`src/rtl/i2c_reg_pkg.sv`:
```
package i2c_reg_pkg;
  localparam int BYTE_W = 8;
  localparam int CNT_W  = $clog2(BYTE_W + 1);

  typedef enum logic [2:0] {
    ST_IDLE,
    ST_ADDR,
    ST_AACK,
    ST_RX,
    ST_DACK,
    ST_TX,
    ST_TACK
  } tgtState_e;

  typedef struct packed {
    logic cntClr;
    logic cntInc;
    logic rxShift;
    logic txLoad;
    logic txShift;
    logic ptrLoad;
    logic ptrInc;
    logic regWr;
  } dpStrobe_t;
endpackage

```
`src/rtl/i2c_reg_busmon.sv`:
```
module i2c_reg_busmon #(
  parameter int SYNC_STAGES = 2
) (
  input  logic clk,
  input  logic rstN,
  input  logic sclIn,
  input  logic sdaIn,
  output logic sclHigh,
  output logic sdaBit,
  output logic sclRise,
  output logic sclFall,
  output logic startCond,
  output logic stopCond
);
  logic [SYNC_STAGES-1:0] sclPipe;
  logic [SYNC_STAGES-1:0] sdaPipe;
  logic sclPrev;
  logic sdaPrev;

  // Bus idles high, so every stage resets to 1
  always_ff @(posedge clk or negedge rstN) begin
    if (!rstN) begin
      sclPipe <= '1;
      sdaPipe <= '1;
      sclPrev <= 1'b1;
      sdaPrev <= 1'b1;
    end else begin
      sclPipe <= {sclPipe[SYNC_STAGES-2:0], sclIn};
      sdaPipe <= {sdaPipe[SYNC_STAGES-2:0], sdaIn};
      sclPrev <= sclPipe[SYNC_STAGES-1];
      sdaPrev <= sdaPipe[SYNC_STAGES-1];
    end
  end

  assign sclHigh   = sclPipe[SYNC_STAGES-1];
  assign sdaBit    = sdaPipe[SYNC_STAGES-1];
  assign sclRise   = sclHigh & ~sclPrev;
  assign sclFall   = ~sclHigh & sclPrev;
  assign startCond = sclHigh & sclPrev & sdaPrev & ~sdaBit;
  assign stopCond  = sclHigh & sclPrev & ~sdaPrev & sdaBit;
endmodule

```
`src/rtl/i2c_reg_dpath.sv`:
```
module i2c_reg_dpath
  import i2c_reg_pkg::*;
#(
  parameter int NUM_REGS = 8,
  parameter int PTR_W    = 6
) (
  input  logic              clk,
  input  logic              rstN,
  input  dpStrobe_t         stb,
  input  logic              sdaBit,
  input  logic [BYTE_W-1:0] regRdData,
  output logic [BYTE_W-1:0] shiftReg,
  output logic [CNT_W-1:0]  bitCnt,
  output logic [PTR_W-1:0]  ptr
);
  localparam logic [PTR_W-1:0] LAST_REG = PTR_W'(NUM_REGS - 1);
  localparam logic [CNT_W-1:0] FULL_CNT = CNT_W'(BYTE_W);

  always_ff @(posedge clk or negedge rstN) begin
    if (!rstN) begin
      shiftReg <= '0;
    end else if (stb.txLoad) begin
      shiftReg <= regRdData;
    end else if (stb.rxShift) begin
      shiftReg <= {shiftReg[BYTE_W-2:0], sdaBit};
    end else if (stb.txShift) begin
      shiftReg <= {shiftReg[BYTE_W-2:0], 1'b0};
    end
  end

  always_ff @(posedge clk or negedge rstN) begin
    if (!rstN) begin
      bitCnt <= '0;
    end else if (stb.cntClr) begin
      bitCnt <= '0;
    end else if (stb.cntInc) begin
      bitCnt <= bitCnt + CNT_W'(1);
    end
  end

  // Shared pointer: load from the first write byte, step with wrap otherwise
  always_ff @(posedge clk or negedge rstN) begin
    if (!rstN) begin
      ptr <= '0;
    end else if (stb.ptrLoad) begin
      ptr <= shiftReg[PTR_W-1:0];
    end else if (stb.ptrInc) begin
      ptr <= (ptr == LAST_REG) ? '0 : ptr + PTR_W'(1);
    end
  end

  // a byte never holds more than eight bits
  assert_cnt_range_R2: assert property (@(posedge clk) disable iff (!rstN)
    bitCnt <= FULL_CNT);
endmodule

```
`src/rtl/i2c_reg_ctrl.sv`:
```
module i2c_reg_ctrl
  import i2c_reg_pkg::*;
#(
  parameter logic [6:0] DEV_ADDR = 7'h2C
) (
  input  logic              clk,
  input  logic              rstN,
  input  logic              sclHigh,
  input  logic              sdaBit,
  input  logic              sclRise,
  input  logic              sclFall,
  input  logic              startCond,
  input  logic              stopCond,
  input  logic [BYTE_W-1:0] shiftReg,
  input  logic [CNT_W-1:0]  bitCnt,
  input  logic              rdMsb,
  output dpStrobe_t         stb,
  output logic              sdaOe
);
  tgtState_e state, stateNext;
  logic oeNext;
  logic rdMode, rdNext;
  logic firstByte, firstNext;
  logic ackSeen, ackNext;
  logic byteDone;

  assign byteDone = (bitCnt == CNT_W'(BYTE_W));

  always_comb begin
    stb       = '0;
    stateNext = state;
    oeNext    = sdaOe;
    rdNext    = rdMode;
    firstNext = firstByte;
    ackNext   = ackSeen;
    if (startCond) begin
      stateNext  = ST_ADDR;
      oeNext     = 1'b0;
      stb.cntClr = 1'b1;
    end else if (stopCond) begin
      stateNext  = ST_IDLE;
      oeNext     = 1'b0;
      stb.cntClr = 1'b1;
    end else begin
      case (state)
        ST_ADDR: begin
          if (sclRise) begin
            stb.rxShift = 1'b1;
            stb.cntInc  = 1'b1;
          end else if (sclFall && byteDone) begin
            stb.cntClr = 1'b1;
            if (shiftReg[BYTE_W-1:1] == DEV_ADDR) begin
              stateNext = ST_AACK;
              oeNext    = 1'b1;
              rdNext    = shiftReg[0];
              firstNext = 1'b1;
            end else begin
              stateNext = ST_IDLE;
            end
          end
        end
        ST_AACK: begin
          if (sclFall) begin
            if (rdMode) begin
              stb.txLoad = 1'b1;
              stb.ptrInc = 1'b1;
              stateNext  = ST_TX;
              oeNext     = ~rdMsb;
            end else begin
              stateNext = ST_RX;
              oeNext    = 1'b0;
            end
          end
        end
        ST_RX: begin
          if (sclRise) begin
            stb.rxShift = 1'b1;
            stb.cntInc  = 1'b1;
          end else if (sclFall && byteDone) begin
            stb.cntClr = 1'b1;
            stateNext  = ST_DACK;
            oeNext     = 1'b1;
            if (firstByte) begin
              stb.ptrLoad = 1'b1;
              firstNext   = 1'b0;
            end else begin
              stb.regWr  = 1'b1;
              stb.ptrInc = 1'b1;
            end
          end
        end
        ST_DACK: begin
          if (sclFall) begin
            stateNext = ST_RX;
            oeNext    = 1'b0;
          end
        end
        ST_TX: begin
          if (sclRise) begin
            stb.cntInc = 1'b1;
          end else if (sclFall) begin
            if (byteDone) begin
              stb.cntClr = 1'b1;
              stateNext  = ST_TACK;
              oeNext     = 1'b0;
            end else begin
              stb.txShift = 1'b1;
              oeNext      = ~shiftReg[BYTE_W-2];
            end
          end
        end
        ST_TACK: begin
          if (sclRise) begin
            ackNext = ~sdaBit;
          end else if (sclFall) begin
            if (ackSeen) begin
              stb.txLoad = 1'b1;
              stb.ptrInc = 1'b1;
              stateNext  = ST_TX;
              oeNext     = ~rdMsb;
            end else begin
              stateNext = ST_IDLE;
            end
          end
        end
        default: ;
      endcase
    end
  end

  always_ff @(posedge clk or negedge rstN) begin
    if (!rstN) begin
      state     <= ST_IDLE;
      sdaOe     <= 1'b0;
      rdMode    <= 1'b0;
      firstByte <= 1'b0;
      ackSeen   <= 1'b0;
    end else begin
      state     <= stateNext;
      sdaOe     <= oeNext;
      rdMode    <= rdNext;
      firstByte <= firstNext;
      ackSeen   <= ackNext;
    end
  end

  // the data line is only touched while the clock line is low
  assert_oe_stable_scl_high_R9: assert property (@(posedge clk) disable iff (!rstN)
    (sclHigh && $past(sclHigh)) |-> $stable(sdaOe));

  // nothing is driven while idle (foreign address, after stop or nack)
  assert_idle_quiet_R3: assert property (@(posedge clk) disable iff (!rstN)
    (state == ST_IDLE) |-> !sdaOe);

  // a start always lands in the address phase with data released
  assert_start_abort_R1: assert property (@(posedge clk) disable iff (!rstN)
    startCond |=> (state == ST_ADDR && !sdaOe));

  // the controller's acknowledge slot is never driven by the target
  assert_tack_released_R8: assert property (@(posedge clk) disable iff (!rstN)
    (state == ST_TACK) |-> !sdaOe);
endmodule

```
`src/rtl/i2c_reg_target.sv`:
```
module i2c_reg_target
  import i2c_reg_pkg::*;
#(
  parameter logic [6:0] DEV_ADDR    = 7'h2C,
  parameter int         NUM_REGS    = 8,
  parameter int         PTR_W       = 6,
  parameter int         SYNC_STAGES = 2
) (
  input  logic              clk,
  input  logic              rstN,
  input  logic              sclIn,
  input  logic              sdaIn,
  output logic              sdaOe,
  output logic [PTR_W-1:0]  regAddr,
  output logic              regWrEn,
  output logic [BYTE_W-1:0] regWrData,
  input  logic [BYTE_W-1:0] regRdData
);
  localparam logic [PTR_W-1:0] LAST_REG = PTR_W'(NUM_REGS - 1);

  logic sclHigh, sdaBit, sclRise, sclFall, startCond, stopCond;
  logic [BYTE_W-1:0] shiftReg;
  logic [CNT_W-1:0]  bitCnt;
  logic [PTR_W-1:0]  ptr;
  dpStrobe_t         stb;

  i2c_reg_busmon #(.SYNC_STAGES(SYNC_STAGES)) i_busmon (
    .clk(clk), .rstN(rstN), .sclIn(sclIn), .sdaIn(sdaIn),
    .sclHigh(sclHigh), .sdaBit(sdaBit), .sclRise(sclRise), .sclFall(sclFall),
    .startCond(startCond), .stopCond(stopCond)
  );

  i2c_reg_ctrl #(.DEV_ADDR(DEV_ADDR)) i_ctrl (
    .clk(clk), .rstN(rstN), .sclHigh(sclHigh), .sdaBit(sdaBit),
    .sclRise(sclRise), .sclFall(sclFall), .startCond(startCond), .stopCond(stopCond),
    .shiftReg(shiftReg), .bitCnt(bitCnt), .rdMsb(regRdData[BYTE_W-1]),
    .stb(stb), .sdaOe(sdaOe)
  );

  i2c_reg_dpath #(.NUM_REGS(NUM_REGS), .PTR_W(PTR_W)) i_dpath (
    .clk(clk), .rstN(rstN), .stb(stb), .sdaBit(sdaBit), .regRdData(regRdData),
    .shiftReg(shiftReg), .bitCnt(bitCnt), .ptr(ptr)
  );

  assign regAddr   = ptr;
  assign regWrEn   = stb.regWr;
  assign regWrData = shiftReg;

  // every written byte moves the pointer on by one, wrapping after the last register
  assert_ptr_step_R5: assert property (@(posedge clk) disable iff (!rstN)
    regWrEn |=> (regAddr == (($past(regAddr) == LAST_REG) ? '0 : $past(regAddr) + PTR_W'(1))));

  // a stored byte is acknowledged in the following bus clock
  assert_write_acked_R4: assert property (@(posedge clk) disable iff (!rstN)
    regWrEn |=> sdaOe);
endmodule

```
`config.mk`:
```
export PLATFORM = sky130hd
export DESIGN_NAME = i2c_reg_target
export DESIGN_NICKNAME = d
export VERILOG_FILES = /design/src/rtl/i2c_reg_pkg.sv /design/src/rtl/i2c_reg_busmon.sv /design/src/rtl/i2c_reg_dpath.sv /design/src/rtl/i2c_reg_ctrl.sv /design/src/rtl/i2c_reg_target.sv
export SDC_FILE = /design/constraint.sdc
export NUM_CORES = 1
export LEC_CHECK = 0
export ABC_AREA = 1
export BUFFER_PORTS_ARGS = -buffer_cell sky130_fd_sc_hd__buf_2
export CELL_PAD_IN_SITES_DETAIL_PLACEMENT = 1
export CELL_PAD_IN_SITES_GLOBAL_PLACEMENT = 1
export CORE_ASPECT_RATIO = 1.2
export CORE_MARGIN = 1.5
export CORE_UTILIZATION = 30
export DETAILED_ROUTE_END_ITERATION = 8
export PLACE_DENSITY_LB_ADDON = 0.3
export SLEW_MARGIN = 20
export SYNTH_ARGS = -nofsm -noshare
export SYNTH_HDL_FRONTEND = slang
export SYNTH_SLANG_ARGS = --single-unit
```
`constraint.sdc`:
```
create_clock -name clk -period 1.96 [get_ports clk]
set_clock_uncertainty 0.05 [all_clocks]
set_input_delay 0.294 -clock clk [delete_from_list [all_inputs] [get_ports clk]]
set_output_delay 0.294 -clock clk [all_outputs]
set_load 0.02 [all_outputs]
```
Yosys cells after proc, flatten, opt, wreduce, memory -nomap -nowiden

Index checks and enable logic that the tools add are counted.
Widths: inputs -> output; s select.

Register bits after elaboration: 31
Logic and storage cells: 144
Memory bits (read-only): 0
Output and inout bits: 16
Bits of input ports: 12
Bits in writable memories: 0
Bits in latches: 0
Memories kept: 0

Multiply operators: 0
Div/mod/pow operators: 0
Bitwise gates (word level): 16
Muxes and demuxes: 75
Equality and inequality tests: 27
$lt $le $gt $ge: 0
$add $sub $neg: 2
Shift operators: 0
Reductions and logical operators: 12

Operator list:

| cell                | number |
|---|---|
| $mux 3              | 17 |
| $mux 1              | 39 |
| $ne 4x3->1 const B  | 9 |
| $mux 8              | 3 |
| $mux 6              | 3 |
| $pmux 3 s6          | 1 |
| $ne 4x4->1 const B  | 4 |
| $mux 7              | 2 |
| $reduce_and 13->1   | 1 |
| $reduce_and 12->1   | 1 |
| $eq 3x3->1 const B  | 3 |
| $not 1->1           | 9 |
| $mux 4              | 2 |
| $reduce_and 8->1    | 1 |
| $reduce_bool 8->1   | 1 |
| $and 1x1->1         | 7 |
| $eq 7x6->1 const B  | 1 |
| $add 6x1->6 const B | 1 |
| $eq 3x2->1 const B  | 2 |
| $eq 6x3->1 const B  | 1 |
| $mux 2              | 3 |
| $ne 2x1->1 const B  | 3 |
| $pmux 1 s6          | 1 |
| $reduce_and 6->1    | 1 |
| other kinds (12)    | 16 |

Longest topological paths before layout

Gate-level depths: netlist of the first run.

Depth in word-level cells: 11
Gate-level depth with buffers: 11

Cells and area by module

Synthesis of the first run repeated with hierarchy kept, for this count alone.

Cell total of the unflattened synthesis: 286
Area, all modules: 2054.5 sq um

By module, submodules not included:

| module         | cells each | area an instance (sq um) | times used |
|---|---|---|---|
| i2c_reg_dpath  | 130        | 1056.0                   | 1 |
| i2c_reg_ctrl   | 139        | 799.5                    | 1 |
| i2c_reg_busmon | 17         | 198.9                    | 1 |

Worst setup path before layout of the first run

OpenSTA, ideal clock, no wires.

Path kind: register to register
Start: register i_dpath.bitCnt[0]
End: register i_ctrl.state[0]
Library setup time: 0.117 ns
Stages on the path, launching flop included: 12
Setup slack: 0.396 ns
Period minus slack after synthesis: 1.564 ns
Data required time: 1.793 ns
Data arrival time: 1.397 ns
Cell sequence: dfrtp_1 -> inv_1 -> ha_1 -> nand3_1 -> inv_1 -> nand2_1 -> nand3_2 -> inv_1 -> nor2_2 -> nand3_2 -> nand2_1 -> nand2_1

Word-level cells in the longest chain between the ends: 4

Ends and longest elaborated chain:

| element                         | RTL line                               | text |
|---|---|---|
| start: declaration              | i2c_reg_dpath.sv:13                    | `output logic [CNT_W-1:0] bitCnt,` |
| start signal: assignment        | i2c_reg_dpath.sv:37                    | `bitCnt <= bitCnt + CNT_W'(1);` |
| $eq 4x4->1 (*)                  | i2c_reg_ctrl.sv:27                     | `assign byteDone = (bitCnt == CNT_W'(BYTE_W));` |
| $logic_and 1x1->1               | i2c_reg_ctrl.sv:50, i2c_reg_ctrl.sv:79 |  |
| $ne 4x3->1 (no line)            | -                                      |  |
| $reduce_and 12->1 (no line) (*) | -                                      |  |
| end signal: assignment          | i2c_reg_ctrl.sv:139                    | `state <= stateNext;` |
| end: declaration                | i2c_reg_ctrl.sv:20                     | `tgtState_e state, stateNext;` |

Mark *: on every way between the ends. The rest lies on a longest branch, timed or not.
A chain may end at the register's enable or synchronous reset.

Worst setup path after layout of the first run

Start: register i_dpath.bitCnt[0]
End: output port regWrEn

Word-level cells in the longest chain between the ends: 7

Ends and longest elaborated chain:

| element           | RTL line             | text |
|---|---|---|
| $eq 4x4->1        | i2c_reg_ctrl.sv:27   |  |
| $logic_and 1x1->1 | i2c_reg_ctrl.sv:79   | `end else if (sclFall && byteDone) begin` |
| $mux 3            | i2c_reg_ctrl.sv:79   |  |
| $mux 3            | i2c_reg_ctrl.sv:76   | `if (sclRise) begin` |
| $mux 1            | i2c_reg_ctrl.sv:45   | `case (state)` |
| $mux 7            | i2c_reg_ctrl.sv:40   | `end else if (stopCond) begin` |
| $mux 7            | i2c_reg_ctrl.sv:36   | `if (startCond) begin` |
| end: declaration  | i2c_reg_target.sv:15 | `output logic regWrEn,` |

No other way between the ends.

==> results.json, run 1 <==
{
  "grt_pass1_wl_um": 8930,
  "n_fill_cell": 836,
  "via_count": 1797,
  "netlist_area_um2": 1980,
  "die_area_um2": 7110,
  "crit_start": "i_dpath.bitCnt[0]",
  "crit_arrival_ps": 1500,
  "hpwl_um": 4100,
  "ys.flop_type": "dfrtp_1",
  "clock_latency_ps": 280,
  "async_flop_share_pct": 100,
  "area_growth_pct": 15.1,
  "grt_usage_pct": 16.0,
  "grt_overflow_total": 0,
  "status": "finished, final reports clean",
  "dr.pass1.iters": 4,
  "crit_required_ps": 1620,
  "final_common_cell": "nand2_1",
  "yosys_warnings": 0,
  "leakagePower_nw": 1.22,
  "n_antenna_cell": 0,
  "r2r_end": "i_dpath.shiftReg[0]",
  "first_iter_violations": 39,
  "period_share_pct": 93.9,
  "most-common-layout-cells": "80 x nand2_1, 30 x inv_1, 26 x buf_2",
  "powerDensity_nw_per_um2": 884,
  "hp-class": "in -> async",
  "wl_per_cell_um": 13.7,
  "antenna_left": 0,
  "fin_ws_ps": 120,
  "crit_fanout": 3,
  "final_nets": 315,
  "synth_edf_count": 0,
  "rr_worst_depth": 7,
  "clk_pin_slew_ps": 60,
  "routed_wl_um": 5240,
  "wl_met2_um": 2670,
  "start_util_pct": 31.0,
  "max-cap-violations": 0,
  "hold_viol": 0,
  "synth_seq_cells": 31,
  "r2r_start": "i_busmon.sclPipe[1]",
  "syn_area_per_cell_um2": 7.43,
  "wl_met1_um": 2310,
  "route.met3.wl_um": 149,
  "cts.root.buffer_cell": "clkbuf_8",
  "slew_headroom_pct": 50.4,
  "cts_hold_buf": 0,
  "io_pins": 28,
  "worstSetupPathType": "reg -> out",
  "grt_max_degree": 32,
  "endpoint_kind": "output port",
  "rsz0062_at_grt": "no",
  "cts_buffer_depth": 2,
  "viasPerCell": 4.68,
  "slew_viol_final": 0,
  "cp-start-kind": "flip-flop",
  "regToRegSetupSlack_ps": 200,
  "die_w_um": 77.2,
  "ctsHtreeMaxLevel": 2,
  "antenna_found_initial": 0,
  "syn-num-nets": 282,
  "yosys.cell_types.count": 30,
  "setup_viol": 0,
  "dp_slack_ps": 157,
  "die_h_um": 92.1,
  "core_um2": 6410,
  "portBuffers": 27,
  "dr.max_layer_used": "met4",
  "ys_seq_area_share_pct": 39.5,
  "grt_pass1_vias": 1914,
  "layout-drive-gt1-share_pct": 25.8,
  "fmax_mhz": 543,
  "gp_congestion": 0.807,
  "cts_made_buffers": 5,
  "post-route-drc-count": 0,
  "fin_setup_tns_ps": 0,
  "rows": 32,
  "tightestPinTransition_ps": 744,
  "numClockSinks": 31,
  "min_period_ps": 1840,
  "ir_drop_mv": 0.423,
  "syn_inst": 267,
  "cts_tree": "built"
}
## metal layers
| layer | vias up | GRT usage [%] |
|---|---|---|
| li1 | 922 | - |
| met3 | 10 | 3.08 |
| met5 | - | 0 |
| met4 | 0 | 6.82 |
| met2 | 22 | 28.7 |
| met1 | 843 | 18.5 |
## worst max-delay path by stage
| stage | endpoint | slack, ps | cells past startpoint |
|---|---|---|---|
| 6_report | regWrEn | 120 | 7 |
| 2_1_floorplan | i_ctrl.state[0] | 400 | 11 |
| 3_3_place_gp | i_ctrl.state[2] | 160 | 11 |
| 4_1_cts | regWrEn | 30 | 7 |
| 3_5_place_dp | i_ctrl.state[2] | 160 | 11 |
| 5_1_grt | regWrEn | 0.3 | 7 |
## synthesized netlist by cell type, types with 6 or more instances
library cell	n	share of area, %
o21ai_0	15	3.8
nand2_1	80	15
nand2_2	6	1.9
dfstp_2	6	7.9
dfrtp_1	25	32
nand3_1	24	6.1
o21ai_1	6	1.5
inv_2	7	1.3
nor2_1	17	3.2
inv_1	31	5.9
## cell type report
| cell class | count | area, um2 | share of cell area [%] |
|---|---|---|---|
| clock buffer | 6 | 72.6 | 3.18 |
| timing repair buffer | 31 | 168 | 7.35 |
| tap | 85 | 106 | 4.66 |
| inverter | 38 | 143 | 6.25 |
| multi-input combinational | 193 | 1010 | 44.2 |
| sequential | 31 | 785 | 34.4 |
## registers in the layout, indices dropped and copies added (netlist names)
register	cells
i_busmon.sclPipe	2
i_busmon.sclPrev	1
i_busmon.sdaPipe	2
i_busmon.sdaPrev	1
i_ctrl.ackSeen	1
i_ctrl.firstByte	1
i_ctrl.rdMode	1
i_ctrl.sdaOe	1
i_ctrl.state	3
i_dpath.bitCnt	4
i_dpath.ptr	6
i_dpath.shiftReg	8
## through the flow
stage | total power, mW | std cells | hold WS (ps) | area [um2] | util (%)
final | 2.02 | 384 | 26.1 | 2280 | 35.6
after global placement | 1.56 | 376 | 296 | 2180 | 34.1
after CTS | 2.05 | 383 | 47.9 | 2270 | 35.4
after global routing | 2.16 | 384 | 48.5 | 2280 | 35.6
after floorplan | 1.35 | 267 | -51.6 | 1980 | -
after detailed placement | 1.57 | 376 | 302 | 2180 | 34.1
## worst max-delay path: stages, from the launching register on
cell     delay (ps)
dfrtp_1         400
inv_2            80
ha_2            180
nand3_2         120
nor2_4          130
nand3_1         110
inv_1            70
buf_4           130
## timing repair
action / CTS / global route
setup buffers: 1 / 1
pin swaps: 1 / 0
setup endpoints to repair: 1 / 2
endpoints found under the hold margin: 0 / 0
gates cloned: 0 / 0
gates resized for setup: 1 / 4
## report_power, final
| group | total [mW] | internal (mW) | switching [mW] |
|---|---|---|---|
| Clock | 0.460 | 0.236 | 0.224 |
| Combinational | 0.671 | 0.216 | 0.455 |
| Sequential | 0.886 | 0.760 | 0.126 |
## cells by family (layout without fill, tap and decap cells)
group,Yosys count,after routing,synth area share (%)
buf+inv,43,75,10.0
compound gates,37,37,11.7
fa+ha+maj,3,3,1.89
simple gates,151,151,36.0
flops,31,31,39.5
xor+xnor,2,2,0.883
Power figures use the tool's default switching activity.
==> run 2: changes to the inputs <==
SYNTH_HIERARCHICAL = 1   (was default)
==> run 2 against run 1 <==
The run now ends with setup timing left. Register-to-register slack lost 300 ps. Critical endpoint unchanged. Combinational power grew 24%. Synthesized cell count grew 7.1%. Final area grew 28%. Wire length grew 25%. Final cell count grew 16%. Flip-flop and latch count is the same.
==> results.json, run 2 <==
{
  "status": "finished, violations left",
  "violations": "setup timing",
  "viasPerCell": 4.81,
  "cts_hold_buf": 0,
  "endpoint_kind": "output port",
  "grt_usage_pct": 17.6,
  "synth.area.top_cells": "dfrtp_1 30%, nand2_1 16%, dfstp_2 7.7%, inv_1 7.7%, nor2_1 5.7%",
  "rows": 32,
  "ys_seq_area_share_pct": 38.1,
  "cts_buffer_depth": 2,
  "clock_latency_ps": 300,
  "final_nets": 374,
  "die_h_um": 93.7,
  "multi_input_area_um2": 1200,
  "ir_drop_mv": 0.571,
  "largest_reg_flops": 8,
  "cp-start-kind": "flip-flop",
  "grt_pass1_vias": 2217,
  "die_w_um": 78.5,
  "hp-class": "in -> async",
  "portBuffers": 27,
  "leakagePower_nw": 1.45,
  "cts.root.buffer_cell": "clkbuf_8",
  "yosys.cell_types.count": 33,
  "synth_seq_cells": 31,
  "ys.flop_type": "dfrtp_1",
  "synth_top_area_share_pct": 30.5,
  "hold_viol": 0,
  "hold_slack_ps": 0.942,
  "core_um2": 6530,
  "first_iter_violations": 59,
  "max-cap-violations": 0,
  "netlist_area_um2": 2050,
  "crit_fanout": 2,
  "setup_viol": 6,
  "via_count": 2146,
  "grt_overflow_total": 0,
  "syn_inst": 286,
  "yosys_warnings": 6,
  "reg.largest.list": "i_dpath/shiftReg (8), i_dpath/ptr (6), i_dpath/bitCnt (4)",
  "post-route-drc-count": 0,
  "crit_required_ps": 1620,
  "slew_viol_final": 0,
  "numClockSinks": 31,
  "synth.largest_area_cell": "dfrtp_1",
  "crit_start": "i_busmon/sdaPrev",
  "async_flop_share_pct": 100,
  "die_area_um2": 7360,
  "fin_ws_ps": -112,
  "crit_arrival_ps": 1730,
  "regMostFlops": "i_dpath/shiftReg",
  "powerDensity_nw_per_um2": 799,
  "period_share_pct": 106,
  "cts_made_buffers": 5,
  "n_antenna_cell": 0,
  "syn-num-nets": 300,
  "fmax_mhz": 483,
  "min_period_ps": 2070,
  "synth_edf_count": 0,
  "tightestPinTransition_ps": 726,
  "grt_max_degree": 32,
  "final_common_cell": "nand2_1",
  "routed_wl_um": 6540,
  "clk_pin_slew_ps": 80,
  "dr.pass1.iters": 4,
  "hpwl_um": 4330,
  "io_pins": 28,
  "synth_common_cells": "85 x nand2_1, 42 x inv_1, 31 x nor2_1, 25 x dfrtp_1, 22 x nand3_1",
  "wl_per_cell_um": 14.7,
  "yosysMostFrequentCell": "nand2_1",
  "regArea_um2": 783,
  "grt_pass1_wl_um": 10100,
  "area_growth_pct": 42.0,
  "n_fill_cell": 834,
  "antenna_left": 0,
  "layout-drive-gt1-share_pct": 43.5,
  "ctsHtreeMaxLevel": 2,
  "most-common-layout-cells": "77 x nand2_1, 36 x buf_4, 34 x inv_1",
  "cts_tree": "built",
  "antenna_found_initial": 0,
  "rsz0062_at_grt": "yes",
  "fin_setup_tns_ps": -423,
  "syn_area_per_cell_um2": 7.18,
  "gp_congestion": 0.825,
  "worstSetupPathType": "reg -> out",
  "slew_headroom_pct": 51.6,
  "r2r_start": "i_busmon/sdaPrev",
  "start_util_pct": 31.5
}
==> run 2: cell types whose count changed in the layout (fill, tap and decap cells not counted), moves of 5 or more <==
cell and change:
buf_4 +31, nor2_4 +11, buf_6 +9, o21ai_0 -9, o21ai_2 +7, nand3_1 -5
==> run 2: cell type report <==
cell class / count / share of cell area, %
well taps: 85 / 3.64
repair buffers: 73 / 18.7
multi-input cells: 202 / 41.1
clock buffers: 7 / 3.30
clock inverters: 1 / 0.257
flip-flops and latches: 31 / 26.8
inverters: 47 / 6.13
==> run 2: cells by family (layout without fill, tap and decap cells) <==
kind of cell / Yosys count / in the layout / share of synthesized area [%]
and+or+nand+nor: 157 / 157 / 33.9
DFF: 31 / 31 / 38.1
buffers and inverters: 53 / 128 / 12.1
adders and majority gates: 2 / 2 / 1.22
AOI/OAI and AO/OA: 43 / 43 / 14.6
==> run 2: per-layer routing <==
layer  GRT usage [%]  routed length (um)  up-vias
met5               0                   0        -
met2            33.5                3540       38
met1            20.0                2740     1047
li1                -                   -     1052
met3            2.62                 160        9
met4            5.06                 100        0
==> run 2: critical path, cell delays in order (launching register included) <==
cell      delay (ps)
dfstp_2          560
inv_2             60
nand2_4           60
nor2_4            40
inv_2             70
nand2_4           60
nor2_4            80
nand3b_1         130
buf_4            170
nor2_4            70
buf_6            120
==> run 2: stage by stage <==
step	cell area (um2)	worst slack (ps)	power, mW	util [%]	cells
after CTS	2650	-140	2.28	40.6	435
after floorplan	2060	35.1	1.38	-	286
after global routing	2920	-222	2.48	44.7	446
after global placement	2420	-12.5	1.64	37.1	416
after detailed placement	2420	-111	1.66	37.1	416
final	2920	-112	2.33	44.7	446
==> run 2: final timing paths <==
kind	endpoint	slack [ps]	depth (start not counted)
min in group clk	i_busmon/sclPipe[0]	50	1
worst min register to register	i_busmon/sclPipe[1]	310	0
worst min-delay path	i_dpath/bitCnt[3]	0.9	1
max in group asynchronous	i_ctrl/state[2]	1380	1
worst max register to register	i_dpath/ptr[0]	-100	15
worst max-delay path	regWrEn	-110	10
==> run 2: repair_timing <==
item | CTS | global route
endpoints found under the hold margin | 0 | 0
pin swaps | 10 | 30
setup buffers | 12 | 12
resized for setup | 16 | 51
endpoints found under the setup margin | 6 | 23
cloned | 0 | 1
==> run 2: report_power, final <==
part	internal, mW	leakage [nW]	switching, mW
Sequential	0.764	0.378	0.137
Combinational	0.318	1.02	0.517
Clock	0.320	0.0505	0.275
